**config.mk**
```make
export PLATFORM = sky130hd
export DESIGN_NAME = ldev_iochk
export DESIGN_NICKNAME = d
export VERILOG_FILES = /design/src/rtl/ldev_pkg.sv /design/src/rtl/ldev_cfg_regs.sv /design/src/rtl/ldev_io_match.sv /design/src/rtl/ldev_rchk_resp.sv /design/src/rtl/ldev_iochk.sv
export SDC_FILE = /design/constraint.sdc
export NUM_CORES = 1
export LEC_CHECK = 0
export ABC_CLOCK_PERIOD_IN_PS = 2800
export BUFFER_PORTS_ARGS = -buffer_cell sky130_fd_sc_hd__buf_4
export CORE_ASPECT_RATIO = 0.5
export CORE_MARGIN = 2
export CORE_UTILIZATION = 30
export CTS_CLUSTER_SIZE = 16
export DETAILED_ROUTE_END_ITERATION = 16
export GPL_TIMING_DRIVEN = 0
export PLACE_DENSITY_LB_ADDON = 0.1
export SLEW_MARGIN = 20
export SYNTH_ARGS = -nofsm -noshare
export SYNTH_HDL_FRONTEND = slang
export SYNTH_SLANG_ARGS = --single-unit
```
**constraint.sdc**
```tcl
create_clock -name clk -period 2.8 [get_ports clk]
set_input_delay 0.28 -clock clk [delete_from_list [all_inputs] [get_ports clk]]
set_output_delay 0.28 -clock clk [all_outputs]
set_load 0.01 [all_outputs]
```
**src/rtl/ldev_pkg.sv**
```systemverilog
package ldev_pkg;

   localparam logic [7:0] IDX_ACT   = 8'h30;
   localparam logic [7:0] IDX_RCHK  = 8'h31;
   localparam logic [7:0] IDX_IOB   = 8'h60;
   localparam logic [7:0] IDX_IRQ   = 8'h70;
   localparam logic [7:0] IDX_DMA   = 8'h74;

   localparam logic [2:0] DMA_NONE  = 3'd4;
   localparam logic [7:0] PAT_55    = 8'h55;
   localparam logic [7:0] PAT_AA    = 8'hAA;

   typedef struct packed {
      logic en;      // range check enabled
      logic sel55;   // 1: answer 0x55, 0: answer 0xAA
   } rchk_t;

endpackage

```
**src/rtl/ldev_cfg_regs.sv**
```systemverilog
module ldev_cfg_regs
   import ldev_pkg::*;
#(
   parameter int unsigned NUM_IO        = 8,
   parameter int unsigned NUM_IRQ       = 2,
   parameter int unsigned NUM_DMA       = 2,
   parameter bit          IRQ_TYPE_RO   = 1'b0,
   parameter logic [1:0]  IRQ_TYPE_INIT = 2'b10
) (
   input  logic                         clk,
   input  logic                         rst_n,
   input  logic                         dev_reset,
   input  logic [7:0]                   cfg_idx,
   input  logic                         cfg_wr,
   input  logic [7:0]                   cfg_wdata,
   input  logic                         cfg_rd,
   output logic [7:0]                   cfg_rdata,
   output logic                         act_o,
   output rchk_t                        chk_o,
   output logic [NUM_IO-1:0][15:0]      io_base_o
);

   logic                      act_q;
   rchk_t                     chk_q;
   logic [NUM_IO-1:0][15:0]   iob_q;
   logic [NUM_IRQ-1:0][3:0]   irq_lvl_q;
   logic [NUM_IRQ-1:0][1:0]   irq_typ;
   logic [NUM_DMA-1:0][2:0]   dma_q;
   logic [7:0]                rd_val;

   // activation
   always_ff @(posedge clk or negedge rst_n) begin
      if (!rst_n)                               act_q <= 1'b0;
      else if (dev_reset)                       act_q <= 1'b0;
      else if (cfg_wr && cfg_idx == IDX_ACT)    act_q <= cfg_wdata[0];
   end

   // range-check control
   always_ff @(posedge clk or negedge rst_n) begin
      if (!rst_n)                               chk_q <= '0;
      else if (dev_reset)                       chk_q <= '0;
      else if (cfg_wr && cfg_idx == IDX_RCHK) begin
         chk_q.en    <= cfg_wdata[1];
         chk_q.sel55 <= cfg_wdata[0];
      end
   end

   // I/O base windows: high byte first, low byte second
   for (genvar i = 0; i < NUM_IO; i++) begin : g_iob
      localparam logic [7:0] HI_IDX = IDX_IOB + 8'(2 * i);
      localparam logic [7:0] LO_IDX = IDX_IOB + 8'(2 * i + 1);
      always_ff @(posedge clk or negedge rst_n) begin
         if (!rst_n)                              iob_q[i] <= '0;
         else if (dev_reset)                      iob_q[i] <= '0;
         else if (cfg_wr && cfg_idx == HI_IDX)    iob_q[i][15:8] <= cfg_wdata;
         else if (cfg_wr && cfg_idx == LO_IDX)    iob_q[i][7:0]  <= cfg_wdata;
      end
   end

   // interrupt entries
   for (genvar j = 0; j < NUM_IRQ; j++) begin : g_irq
      localparam logic [7:0] LVL_IDX = IDX_IRQ + 8'(2 * j);
      localparam logic [7:0] TYP_IDX = IDX_IRQ + 8'(2 * j + 1);
      always_ff @(posedge clk or negedge rst_n) begin
         if (!rst_n)                              irq_lvl_q[j] <= '0;
         else if (dev_reset)                      irq_lvl_q[j] <= '0;
         else if (cfg_wr && cfg_idx == LVL_IDX)   irq_lvl_q[j] <= cfg_wdata[3:0];
      end
      if (IRQ_TYPE_RO) begin : g_typ_fixed
         assign irq_typ[j] = IRQ_TYPE_INIT;
      end else begin : g_typ_rw
         logic [1:0] typ_q;
         always_ff @(posedge clk or negedge rst_n) begin
            if (!rst_n)                            typ_q <= IRQ_TYPE_INIT;
            else if (dev_reset)                    typ_q <= IRQ_TYPE_INIT;
            else if (cfg_wr && cfg_idx == TYP_IDX) typ_q <= cfg_wdata[1:0];
         end
         assign irq_typ[j] = typ_q;
      end
   end

   // DMA selectors
   for (genvar k = 0; k < NUM_DMA; k++) begin : g_dma
      localparam logic [7:0] SEL_IDX = IDX_DMA + 8'(k);
      always_ff @(posedge clk or negedge rst_n) begin
         if (!rst_n)                              dma_q[k] <= DMA_NONE;
         else if (dev_reset)                      dma_q[k] <= DMA_NONE;
         else if (cfg_wr && cfg_idx == SEL_IDX)   dma_q[k] <= cfg_wdata[2:0];
      end
   end

   // read-back multiplexer
   always_comb begin
      rd_val = 8'h00;
      if (cfg_idx == IDX_ACT)  rd_val = {7'b0, act_q};
      if (cfg_idx == IDX_RCHK) rd_val = {6'b0, chk_q.en, chk_q.sel55};
      for (int i = 0; i < NUM_IO; i++) begin
         if (cfg_idx == IDX_IOB + 8'(2 * i))     rd_val = iob_q[i][15:8];
         if (cfg_idx == IDX_IOB + 8'(2 * i + 1)) rd_val = iob_q[i][7:0];
      end
      for (int j = 0; j < NUM_IRQ; j++) begin
         if (cfg_idx == IDX_IRQ + 8'(2 * j))     rd_val = {4'b0, irq_lvl_q[j]};
         if (cfg_idx == IDX_IRQ + 8'(2 * j + 1)) rd_val = {6'b0, irq_typ[j]};
      end
      for (int k = 0; k < NUM_DMA; k++) begin
         if (cfg_idx == IDX_DMA + 8'(k))         rd_val = {5'b0, dma_q[k]};
      end
   end

   always_ff @(posedge clk or negedge rst_n) begin
      if (!rst_n)      cfg_rdata <= 8'h00;
      else if (cfg_rd) cfg_rdata <= rd_val;
   end

   assign act_o     = act_q;
   assign chk_o     = chk_q;
   assign io_base_o = iob_q;

endmodule

```
**src/rtl/ldev_io_match.sv**
```systemverilog
module ldev_io_match #(
   parameter int unsigned           NUM_IO   = 8,
   parameter logic [NUM_IO*8-1:0]   IO_SPANS = {NUM_IO{8'd8}}
) (
   input  logic [15:0]              addr,
   input  logic [NUM_IO-1:0][15:0]  bases,
   output logic                     hit
);

   logic [NUM_IO-1:0] hit_v;

   for (genvar i = 0; i < NUM_IO; i++) begin : g_win
      localparam logic [16:0] SPAN = {9'b0, IO_SPANS[i*8 +: 8]};
      logic [16:0] lo_b;
      logic [16:0] hi_b;
      logic [16:0] a17;
      assign lo_b     = {1'b0, bases[i]};
      assign hi_b     = lo_b + SPAN;
      assign a17      = {1'b0, addr};
      assign hit_v[i] = (bases[i] != 16'h0000) && (a17 >= lo_b) && (a17 < hi_b);
   end

   assign hit = |hit_v;

endmodule

```
**src/rtl/ldev_rchk_resp.sv**
```systemverilog
module ldev_rchk_resp
   import ldev_pkg::*;
(
   input  logic       clk,
   input  logic       rst_n,
   input  logic       bus_rd,
   input  logic       hit,
   input  logic       act,
   input  rchk_t      chk,
   output logic       bus_drive,
   output logic [7:0] bus_rdata
);

   logic answer;
   assign answer = bus_rd && hit && chk.en && !act;

   always_ff @(posedge clk or negedge rst_n) begin
      if (!rst_n) begin
         bus_drive <= 1'b0;
         bus_rdata <= 8'h00;
      end else begin
         bus_drive <= answer;
         bus_rdata <= answer ? (chk.sel55 ? PAT_55 : PAT_AA) : 8'h00;
      end
   end

endmodule

```
**src/rtl/ldev_iochk.sv**
```systemverilog
module ldev_iochk
   import ldev_pkg::*;
#(
   parameter int unsigned           NUM_IO        = 8,
   parameter int unsigned           NUM_IRQ       = 2,
   parameter int unsigned           NUM_DMA       = 2,
   parameter logic [NUM_IO*8-1:0]   IO_SPANS      = {NUM_IO{8'd8}},
   parameter bit                    IRQ_TYPE_RO   = 1'b0,
   parameter logic [1:0]            IRQ_TYPE_INIT = 2'b10
) (
   input  logic        clk,
   input  logic        rst_n,
   input  logic        dev_reset,
   input  logic [7:0]  cfg_idx,
   input  logic        cfg_wr,
   input  logic [7:0]  cfg_wdata,
   input  logic        cfg_rd,
   output logic [7:0]  cfg_rdata,
   input  logic        bus_rd,
   input  logic [15:0] bus_addr,
   output logic        bus_drive,
   output logic [7:0]  bus_rdata,
   output logic        dev_active
);

   // elaboration-time parameter checks
   if (NUM_IO < 1 || NUM_IO > 8) begin : g_bad_io
      $error("ldev_iochk: NUM_IO must be 1..8");
   end
   if (NUM_IRQ < 1 || NUM_IRQ > 2) begin : g_bad_irq
      $error("ldev_iochk: NUM_IRQ must be 1..2");
   end
   if (NUM_DMA < 1 || NUM_DMA > 2) begin : g_bad_dma
      $error("ldev_iochk: NUM_DMA must be 1..2");
   end
   for (genvar i = 0; i < NUM_IO; i++) begin : g_span_chk
      if (IO_SPANS[i*8 +: 8] == 8'd0) begin : g_bad_span
         $error("ldev_iochk: every window span must be non-zero");
      end
   end

   logic                     act_w;
   rchk_t                    chk_w;
   logic                     chk_en_w;
   logic [NUM_IO-1:0][15:0]  bases_w;
   logic                     hit_w;

   ldev_cfg_regs #(
      .NUM_IO        (NUM_IO),
      .NUM_IRQ       (NUM_IRQ),
      .NUM_DMA       (NUM_DMA),
      .IRQ_TYPE_RO   (IRQ_TYPE_RO),
      .IRQ_TYPE_INIT (IRQ_TYPE_INIT)
   ) u_regs (
      .clk       (clk),
      .rst_n     (rst_n),
      .dev_reset (dev_reset),
      .cfg_idx   (cfg_idx),
      .cfg_wr    (cfg_wr),
      .cfg_wdata (cfg_wdata),
      .cfg_rd    (cfg_rd),
      .cfg_rdata (cfg_rdata),
      .act_o     (act_w),
      .chk_o     (chk_w),
      .io_base_o (bases_w)
   );

   ldev_io_match #(
      .NUM_IO   (NUM_IO),
      .IO_SPANS (IO_SPANS)
   ) u_match (
      .addr  (bus_addr),
      .bases (bases_w),
      .hit   (hit_w)
   );

   ldev_rchk_resp u_resp (
      .clk       (clk),
      .rst_n     (rst_n),
      .bus_rd    (bus_rd),
      .hit       (hit_w),
      .act       (act_w),
      .chk       (chk_w),
      .bus_drive (bus_drive),
      .bus_rdata (bus_rdata)
   );

   assign chk_en_w   = chk_w.en;
   assign dev_active = act_w;

endmodule

```
==> results of run 1 <==
==> registers in the layout, indices dropped and copies added (netlist names) <==
name,cells
u_regs.g_irq.g_typ_rw.typ_q,4
u_resp.bus_rdata,2
u_regs.irq_lvl_q,8
u_resp.bus_drive,1
u_regs.chk_o,2
u_regs.io_base_o,128
u_regs.cfg_rdata,8
u_regs.act_o,1
u_regs.dma_q,6
==> area by class of cell <==
cell class / instances / share of cell area [%]
multi-input combinational: 1505 / 60.2
sequential: 160 / 22.5
tap: 690 / 4.81
timing repair buffer: 87 / 3.87
inverter: 140 / 2.95
clock buffer: 24 / 2.63
buffer: 88 / 2.22
clock inverter: 8 / 0.857
==> final timing paths <==
kind | end | slack (ns)
hold reg to reg | u_regs.irq_lvl_q[1] | 0.52
setup reg to reg | u_resp.bus_rdata[6] | -0.59
min in group asynchronous | u_regs.io_base_o[115] | 0.37
max in group asynchronous | u_regs.dma_q[2] | 1.53
setup / recovery | u_resp.bus_rdata[6] | -0.59
hold / removal | u_regs.g_irq[1].g_typ_rw.typ_q[1] | 0.14
==> synth_stat cells (41+ instances only) <==
cell type,number,area [µm²]
clkbuf_1,59,221
nand4_1,41,257
nor4_1,46,288
inv_1,130,488
nand3_1,103,515
nand2_1,204,766
xnor2_1,88,771
mux2i_1,45,450
nor2_1,136,510
a21oi_1,168,841
dfrtp_1,156,3900
o21ai_0,87,435
ha_1,240,3000
==> cell families (layout without fill, tap and decap cells) <==
kind of cell    Yosys count  after routing  share of synthesized area (%)
simple gates            660            660                           21.0
compound gates          467            467                           19.2
fa+ha+maj               240            240                           19.5
buf+inv                 230            347                           5.93
flops                   160            160                           26.0
xor+xnor                 88             88                           5.00
mux                      50             50                           3.43
==> report_power, final <==
part | internal, mW | switching (mW)
Sequential | 2.32 | 0.00760
Combinational | 0.309 | 0.699
Clock | 1.55 | 1.08
Total | 4.17 | 1.78
==> timing repair <==
action,4_1_cts,5_1_grt
endpoints found under the setup margin,4,4
hold buffers,1,0
pin swaps,18,11
hold endpoints to repair,74,0
resized for setup,46,28
buffers inserted,22,17
==> metrics by stage <==
| stage | setup WS [ns] | power [mW] | utilization (%) | cell area [µm²] |
|---|---|---|---|---|
| 2_1_floorplan | -0.0309 | 2.86 | - | 15500 |
| 4_1_cts | -0.626 | 5.95 | 35.0 | 17700 |
| 3_5_place_dp | -1.19 | 3.34 | 33.1 | 16700 |
| 6_report | -0.590 | 5.95 | 35.5 | 18000 |
| 5_1_grt | -0.700 | 6.16 | 35.5 | 18000 |
| 3_3_place_gp | -1.27 | 3.33 | 33.0 | 16700 |
==> routing by layer <==
layer / up-vias / global-route usage (%) / part of all wire [%]
li1: 7118 / - / -
met5: - / 0 / 0
met4: 0 / 6.90 / 2.4
met3: 70 / 3.95 / 5.7
met2: 420 / 40.1 / 43
met1: 7411 / 36.8 / 49
==> run_results.csv, run 1 <==
group,metric,value,unit
worst_setup_path,worst-path-buf-inv,0,
place,place.gp.congestion,0.923,
worst_setup_path,critical_path_class,"flop to flop",
final_layout,multi_input_area,0.0108,mm²
die,fp.dieH,164,µm
power_and_ir_drop,vdd_drop_max,0.416,mV
synthesis,synth_edf_count,0,
power_and_ir_drop,p_leak,6.96,nW
timing,finalCritPeriodShare,121,%
final_layout,fillerInstances,5393,
die,core_area,0.0505,mm²
die,start_util,30.5,%
final_layout,layout_commonest_cell,"ha_1",
timing,setup_viol,3,
timing,whs,0.136,ns
synthesis,synth_nets,2173,
place,placedCellCount,2632,
drt,viasPerCell,5.56,
worst_setup_path,cp.arrival,3.77,ns
drt,firstDrtPassIters,5,
timing,rsz0062_at_grt,"true",
synthesis,synth_area,0.0154,mm²
worst_setup_path,required,3.17,ns
clock_tree,cts_tree,"built",
clock_tree,htree_num_levels,4,
drt,antenna_left,0,
worst_setup_path,path_cells,"and4_4, and4_4, xnor2_1, ha_1, a21o_1, a2111o_1, a31oi_2, a2111oi_2, a311oi_2, a311oi_1, and4_4, nor4b_4",
drt,dr_total_vias,15000,
min_path,min_from,"cfg_wdata[1]",
worst_setup_path,reg2reg_depth,12,
worst_setup_path,crit_top_cell,"and4_4",
worst_setup_path,slowest_stage,"a311oi_2",
clock_tree,cts_root_buf,"clkbuf_16",
synthesis,syn_area_per_cell,8.14,µm²
clock_tree,clk_latency,0.47,ns
min_path,worstHoldPathCells,2,
worst_setup_path,cp_max_fo,5,
timing,period_needed,3.39,ns
status,status,"complete, but fails checks",
timing,skew,0.0108,ns
global_route,grt_pass1_wl,101000,µm
worst_setup_path,path_delay_family,"compound AO/OA/AOI/OAI gates",
drt,drtIter0Drc,1440,
timing,relSlewSlack,19.9,%
clock_tree,cts_buffer_depth,2,
die,fp.dieW,325,µm
synthesis,ys.warnings.count,0,
synthesis,synth_cell_type_count,80,
synthesis,async_reset_ff_share,100,%
die,rows,58,
synthesis,netlist_instances,1895,
worst_setup_path,max_stage_delay,0.51,ns
final_layout,n_antenna_cell,0,
global_route,grt_pass1_vias,14700,
clock_tree,cts_sinks,160,
worst_setup_path,end_kind,"flop",
synthesis,yosysSeqAreaShare,26.0,%
clock_tree,cts_buffers,17,
place,dp_hpwl,49100,µm
worst_setup_path,cp.depth,12,
final_layout,final_cell_count_no_fill,2702,
drt,routed_wl,68100,µm
die,num_io_pins,56,
global_route,grt-ovfl-total,0,
final_layout,ff_latch_area,0.00404,mm²
global_route,antenna_found_initial,2,
clock_tree,clk_pin_slew,0.07,ns
global_route,grt_max_degree,87,
drt,route.detailed.drc,0,
status,failed_checks,"setup timing",
final_layout,drive_gt1_share,11.7,%
drt,wl_per_cell,25.2,µm
synthesis,synth-seq-cells,160,
timing,tightest_slew,1.20,ns
timing,finalMaxSlewViolations,0,
power_and_ir_drop,cellPowerDensity,332,mW/mm²
place,io_buffer_count,46,
synthesis,synthFlopType,"dfrtp_1",
run,cap_violations,0,
die,die_area,0.0533,mm²
timing,fmax,295,MHz
final_layout,final_net_count,2277,
min_path,min_path_type,"input port to flop",
global_route,track_usage,25.7,%
final_layout,area_delta_synth_final,16.4,%
worst_setup_path,startpoint_type,"flop",
timing,tns,-1.72,ns
worst_setup_path,rr_startpoint,"u_regs.io_base_o[88]",
final_layout,final_cell_mix,"ha_1 (237), nand2_1 (204), a21oi_1 (166), nor2_1 (136)",
timing,setup_ws,-0.590,ns
timing,finalHoldViolCount,0,
worst_setup_path,crit_start,"u_regs.io_base_o[88]",
(Power assumes the default switching activity.)
==> run 2, diff against run 1 <==
--- a/config.mk
+++ b/config.mk
@@ -14,7 +14,8 @@
 export DETAILED_ROUTE_END_ITERATION = 16
 export GPL_TIMING_DRIVEN = 0
 export PLACE_DENSITY_LB_ADDON = 0.1
-export SLEW_MARGIN = 20
+export SETUP_SLACK_MARGIN = 0.1
+export SLEW_MARGIN = 10
 export SYNTH_ARGS = -nofsm -noshare
 export SYNTH_HDL_FRONTEND = slang
 export SYNTH_SLANG_ARGS = --single-unit
==> run 2 against run 1 <==
The run still ends with setup timing left. Combinational power hardly changed. Register-to-register slack worse by 0.05 ns. Total power up 2.2%. First-iteration DRC count fell by 6.2%. Critical endpoint unchanged. Sequential share of layout area is 0.10 points higher. Critical path type unchanged. Cell count down 0.41%.
==> run_results.csv, run 2 (synthesis results as in run 1) <==
group,metric,value,unit
run,cap_violations,0,
worst_setup_path,startpoint_type,"flop",
place,io_buffer_count,46,
power_and_ir_drop,power,6.08,mW
timing,setup_ws,-0.639,ns
clock_tree,cts_root_buf,"clkbuf_16",
die,fp.dieW,325,µm
clock_tree,cts_tree,"built",
timing,finalHoldViolCount,0,
die,fp.dieH,164,µm
clock_tree,cts_buffers,17,
place,dp_hpwl,48800,µm
drt,wl_per_cell,24.5,µm
clock_tree,cts_sinks,160,
drt,route.detailed.drc,0,
final_layout,n_antenna_cell,0,
worst_setup_path,path_delay_family,"simple AND/OR/NAND/NOR gates",
timing,tightest_slew,1.18,ns
drt,antenna_left,0,
min_path,min_path_type,"input port to flop",
die,num_io_pins,56,
die,rows,58,
power_and_ir_drop,p_leak,6.95,nW
status,status,"complete, but fails checks",
worst_setup_path,cp.arrival,3.79,ns
drt,routed_wl,66000,µm
final_layout,final_net_count,2266,
power_and_ir_drop,cellPowerDensity,340,mW/mm²
final_layout,largest_reg_flops,128,
timing,skew,0.0126,ns
timing,relSlewSlack,20.5,%
global_route,grt_max_degree,87,
global_route,grt-ovfl-total,0,
status,failed_checks,"setup timing",
place,place.gp.congestion,0.958,
timing,fmax,291,MHz
global_route,grt_pass1_wl,96700,µm
worst_setup_path,end_kind,"flop",
timing,setup_viol,3,
timing,tns,-1.82,ns
clock_tree,cts_buffer_depth,2,
timing,finalMaxSlewViolations,0,
global_route,grt_pass1_vias,14400,
final_layout,final_cell_mix,"ha_1 (238), nand2_1 (204), a21oi_1 (166), nor2_1 (134), inv_1 (130)",
final_layout,drive_gt1_share,11.4,%
drt,dr_total_vias,14900,
worst_setup_path,slowest_stage,"a2111oi_4",
timing,period_needed,3.44,ns
worst_setup_path,required,3.15,ns
timing,finalCritPeriodShare,123,%
global_route,antenna_found_initial,4,
worst_setup_path,max_stage_delay,0.41,ns
worst_setup_path,critical_path_class,"flop to flop",
drt,firstDrtPassIters,6,
drt,viasPerCell,5.53,
worst_setup_path,worst-path-buf-inv,3,
power_and_ir_drop,vdd_drop_max,0.421,mV
clock_tree,htree_num_levels,4,
timing,rsz0062_at_grt,"true",
die,die_area,0.0533,mm²
worst_setup_path,path_cells,"buf_6, inv_4, nor4_4, and3_4, nand4_1, buf_4, nor3_4, xnor2_1, ha_1, a2111oi_4, o21ai_2, a31oi_2, o22ai_2, and4_4, nor4b_4",
final_layout,layout_commonest_cell,"ha_1",
die,core_area,0.0505,mm²
die,start_util,30.5,%
worst_setup_path,cp_max_fo,5,
global_route,track_usage,24.7,%
drt,drtIter0Drc,1351,
clock_tree,clk_pin_slew,0.07,ns
final_layout,area_delta_synth_final,15.9,%
clock_tree,clk_latency,0.45,ns
[run 2: area by class of cell]
class / instances / area [µm²]
fillers: 5453 / 32600
multi-input cells: 1505 / 10800
flip-flops and latches: 160 / 4040
well taps: 690 / 863
repair buffers: 77 / 608
inverters: 140 / 529
clock buffers: 24 / 502
plain buffers: 87 / 393
clock inverters: 8 / 173
[run 2: worst paths after layout]
check | from | slack [ns] | cells after the start | endpoint
worst max-delay path | u_regs.io_base_o[53] | -0.64 | 15 | u_resp.bus_rdata[6]
worst min-delay path | cfg_wdata[1] | 0.12 | 2 | u_regs.g_irq[0].g_typ_rw.typ_q[1]
worst max register to register | u_regs.io_base_o[53] | -0.64 | 15 | u_resp.bus_rdata[6]
worst min register to register | u_regs.chk_o[0] | 0.51 | 1 | u_resp.bus_rdata[5]
max in group asynchronous | rst_n | 1.44 | 3 | u_regs.dma_q[2]
min in group asynchronous | rst_n | 0.46 | 2 | u_regs.io_base_o[101]
[run 2: report_power, final]
part / switching, mW / internal, mW / total (mW)
Clock: 1.07 / 1.71 / 2.78
Combinational: 0.679 / 0.302 / 0.982
Sequential: 0.00769 / 2.32 / 2.33
Total: 1.75 / 4.33 / 6.08
[run 2: repair_timing]
action,CTS,global route
endpoints found under the setup margin,4,5
pin swaps,7,17
hold buffers,1,0
hold endpoints to repair,85,0
cloned,0,0
buffers inserted,12,17
gates resized for setup,38,33
[run 2: metal layers]
layer,up-vias,GRT usage (%),share of wire [%]
li1,7083,-,-
met1,7282,35.8,49
met2,446,36.8,42
met3,80,5.01,6.8
met4,2,6.54,2.3
met5,-,1.27,0.14
[run 2: worst register-to-register path: stages, from the launching register on]
cell       delay (ns)
dfrtp_1          0.34
buf_6            0.13
inv_4            0.04
nor4_4           0.34
and3_4           0.24
nand4_1          0.12
buf_4            0.19
nor3_4           0.11
xnor2_1          0.10
ha_1             0.37
a2111oi_4        0.41
o21ai_2          0.14
a31oi_2          0.24
o22ai_2          0.11
and4_4           0.23
nor4b_4          0.22
[run 2: through the flow]
stage | cell area [µm²] | hold slack [ns] | setup slack, ns | cells | util [%]
final | 17900 | 0.123 | -0.639 | 2691 | 35.4
after global routing | 17900 | 0.120 | -0.765 | 2691 | 35.4
after CTS | 17600 | 0.115 | -0.663 | 2675 | 34.9
after detailed placement | 16700 | 0.361 | -1.22 | 2632 | 33.1
after global placement | 16700 | 0.489 | -1.23 | 2631 | 33.0
after floorplan | 15500 | -0.0156 | -0.0309 | 1895 | -
==> run 3, diff against run 2 <==
--- a/config.mk
+++ b/config.mk
@@ -12,7 +12,9 @@
 export CORE_UTILIZATION = 30
 export CTS_CLUSTER_SIZE = 16
 export DETAILED_ROUTE_END_ITERATION = 16
+export GPL_ROUTABILITY_DRIVEN = 1
 export GPL_TIMING_DRIVEN = 0
+export MAX_ROUTING_LAYER = met4
 export PLACE_DENSITY_LB_ADDON = 0.1
 export SETUP_SLACK_MARGIN = 0.1
 export SLEW_MARGIN = 10
==> run 3 against run 2 <==
Largest power group unchanged. The run still ends with setup timing left. Combinational power hardly changed. Maximum frequency is 0.16% lower. Clock-buffer cell count stayed put. Sequential share of layout area hardly changed.
==> run_results.csv, run 3 (synthesis results as in run 1) <==
group,metric,value,unit
final_layout,area_delta_synth_final,15.7,%
global_route,antenna_found_initial,5,
worst_setup_path,reg2reg_to,"u_resp.bus_rdata[6]",
die,start_util,30.5,%
worst_setup_path,cp.arrival,3.79,ns
die,die_area,0.0533,mm²
drt,dr_total_vias,14900,
clock_tree,clk_latency,0.46,ns
global_route,grt_pass1_wl,96800,µm
drt,drtIter0Drc,1298,
global_route,grt-ovfl-total,0,
timing,setup_viol,3,
final_layout,final_cell_mix,"ha_1 (238), nand2_1 (204), a21oi_1 (166), nor2_1 (134)",
final_layout,drive_gt1_share,11.2,%
drt,routed_wl,66200,µm
timing,skew,0.0162,ns
clock_tree,htree_num_levels,4,
worst_setup_path,cp_max_fo,6,
min_path,min_path_type,"input port to flop",
die,core_area,0.0505,mm²
final_layout,final_net_count,2262,
drt,route.detailed.drc,0,
worst_setup_path,r2r_setup_slack,-0.64,ns
timing,tightest_slew,1.20,ns
die,num_io_pins,56,
worst_setup_path,required,3.15,ns
run,cap_violations,0,
final_layout,layout_commonest_cell,"ha_1",
timing,rsz0062_at_grt,"true",
timing,fmax,290,MHz
clock_tree,cts_root_buf,"clkbuf_16",
timing,finalMaxSlewViolations,0,
min_path,holdPathEnd,"u_regs.g_irq[0].g_typ_rw.typ_q[1]",
drt,firstDrtPassIters,5,
place,io_buffer_count,46,
timing,finalHoldViolCount,0,
power_and_ir_drop,p_leak,6.93,nW
place,place.gp.congestion,0.976,
timing,finalCritPeriodShare,123,%
final_layout,largest_reg_flops,128,
clock_tree,cts_buffers,17,
global_route,grt_pass1_vias,14300,
timing,relSlewSlack,19.3,%
worst_setup_path,critical_path_class,"flop to flop",
clock_tree,cts_sinks,160,
power_and_ir_drop,power,6.07,mW
clock_tree,cts_tree,"built",
die,fp.dieW,325,µm
die,fp.dieH,164,µm
power_and_ir_drop,cellPowerDensity,340,mW/mm²
status,status,"complete, but fails checks",
status,failed_checks,"setup timing",
min_path,min_from,"cfg_wdata[1]",
clock_tree,clk_pin_slew,0.07,ns
clock_tree,cts_buffer_depth,2,
worst_setup_path,end_kind,"flop",
timing,tns,-1.83,ns
final_layout,final_util,35.3,%
place,dp_hpwl,48800,µm
place,pre_cts_ws,-1.22,ns
worst_setup_path,rr_startpoint,"u_regs.io_base_o[53]",
min_path,worstHoldPathCells,2,
worst_setup_path,startpoint_type,"flop",
timing,whs,0.126,ns
power_and_ir_drop,vdd_drop_max,0.423,mV
global_route,grt_max_degree,87,
drt,antenna_left,0,
drt,wl_per_cell,24.6,µm
timing,setup_ws,-0.645,ns
timing,period_needed,3.44,ns
worst_setup_path,reg2reg_depth,15,
die,rows,58,
global_route,track_usage,25.4,%
drt,viasPerCell,5.54,
final_layout,fillerInstances,5455,
-- run 3: where the power goes --
part / internal [mW] / switching, mW / total [mW]
combinational: 0.302 / 0.680 / 0.982
clock: 1.71 / 1.06 / 2.77
sequential: 2.32 / 0.00780 / 2.33
total: 4.33 / 1.75 / 6.07
-- run 3: worst max-delay path by stage --
stage	start	endpoint	slack, ns	cells after the start
final	u_regs.io_base_o[53]	u_resp.bus_rdata[6]	-0.64	15
after global routing	u_regs.io_base_o[53]	u_resp.bus_rdata[6]	-0.77	15
after CTS	u_regs.io_base_o[100]	u_resp.bus_rdata[6]	-0.66	12
after detailed placement	u_regs.io_base_o[83]	u_resp.bus_rdata[6]	-1.22	12
after global placement	u_regs.io_base_o[83]	u_resp.bus_rdata[6]	-1.23	12
after floorplan	u_regs.io_base_o[56]	u_resp.bus_rdata[6]	-0.03	14
-- run 3: layout make-up --
type	instances	area, µm²	area share, %
multi-input cells	1505	10800	60.3
flip-flops and latches	160	4040	22.6
well taps	690	863	4.84
repair buffers	73	578	3.24
inverters	140	529	2.97
clock buffers	24	502	2.81
plain buffers	87	393	2.20
clock inverters	8	173	0.967
diodes	1	2.50	0.0140
-- run 3: critical path, stage by stage, from the launching register on --
cell       delay (ns)
dfrtp_1          0.34
buf_6            0.13
inv_4            0.04
nor4_4           0.33
and3_4           0.24
nand4_1          0.12
buf_4            0.19
nor3_4           0.11
xnor2_1          0.10
ha_1             0.37
a2111oi_4        0.41
o21ai_2          0.14
a31oi_2          0.24
o22ai_2          0.12
and4_4           0.23
nor4b_4          0.23
-- run 3: routing by layer --
layer,up-vias,global-route usage (%),share of wire [%],wire length [µm]
li1,7072,-,-,-
met1,7354,35.9,50,32900
met2,411,36.8,42,27800
met3,67,5.00,6.1,4060
met4,0,6.54,2.2,1450
met5,-,-,0,0
-- run 3: repair_timing --
item | 4_1_cts | 5_1_grt
hold buffers | 1 | 0
hold endpoints to repair | 85 | 0
resized for setup | 38 | 32
setup endpoints to repair | 4 | 5
pin swaps | 7 | 17
setup buffers | 12 | 13
-- run 3: stage by stage --
| stage | instances | area (µm²) |
|---|---|---|
| global placement | 2631 | 16700 |
| finish | 2688 | 17800 |
| global route | 2688 | 17800 |
| floorplan | 1895 | 15500 |
| detailed placement | 2632 | 16700 |
| CTS | 2675 | 17600 |
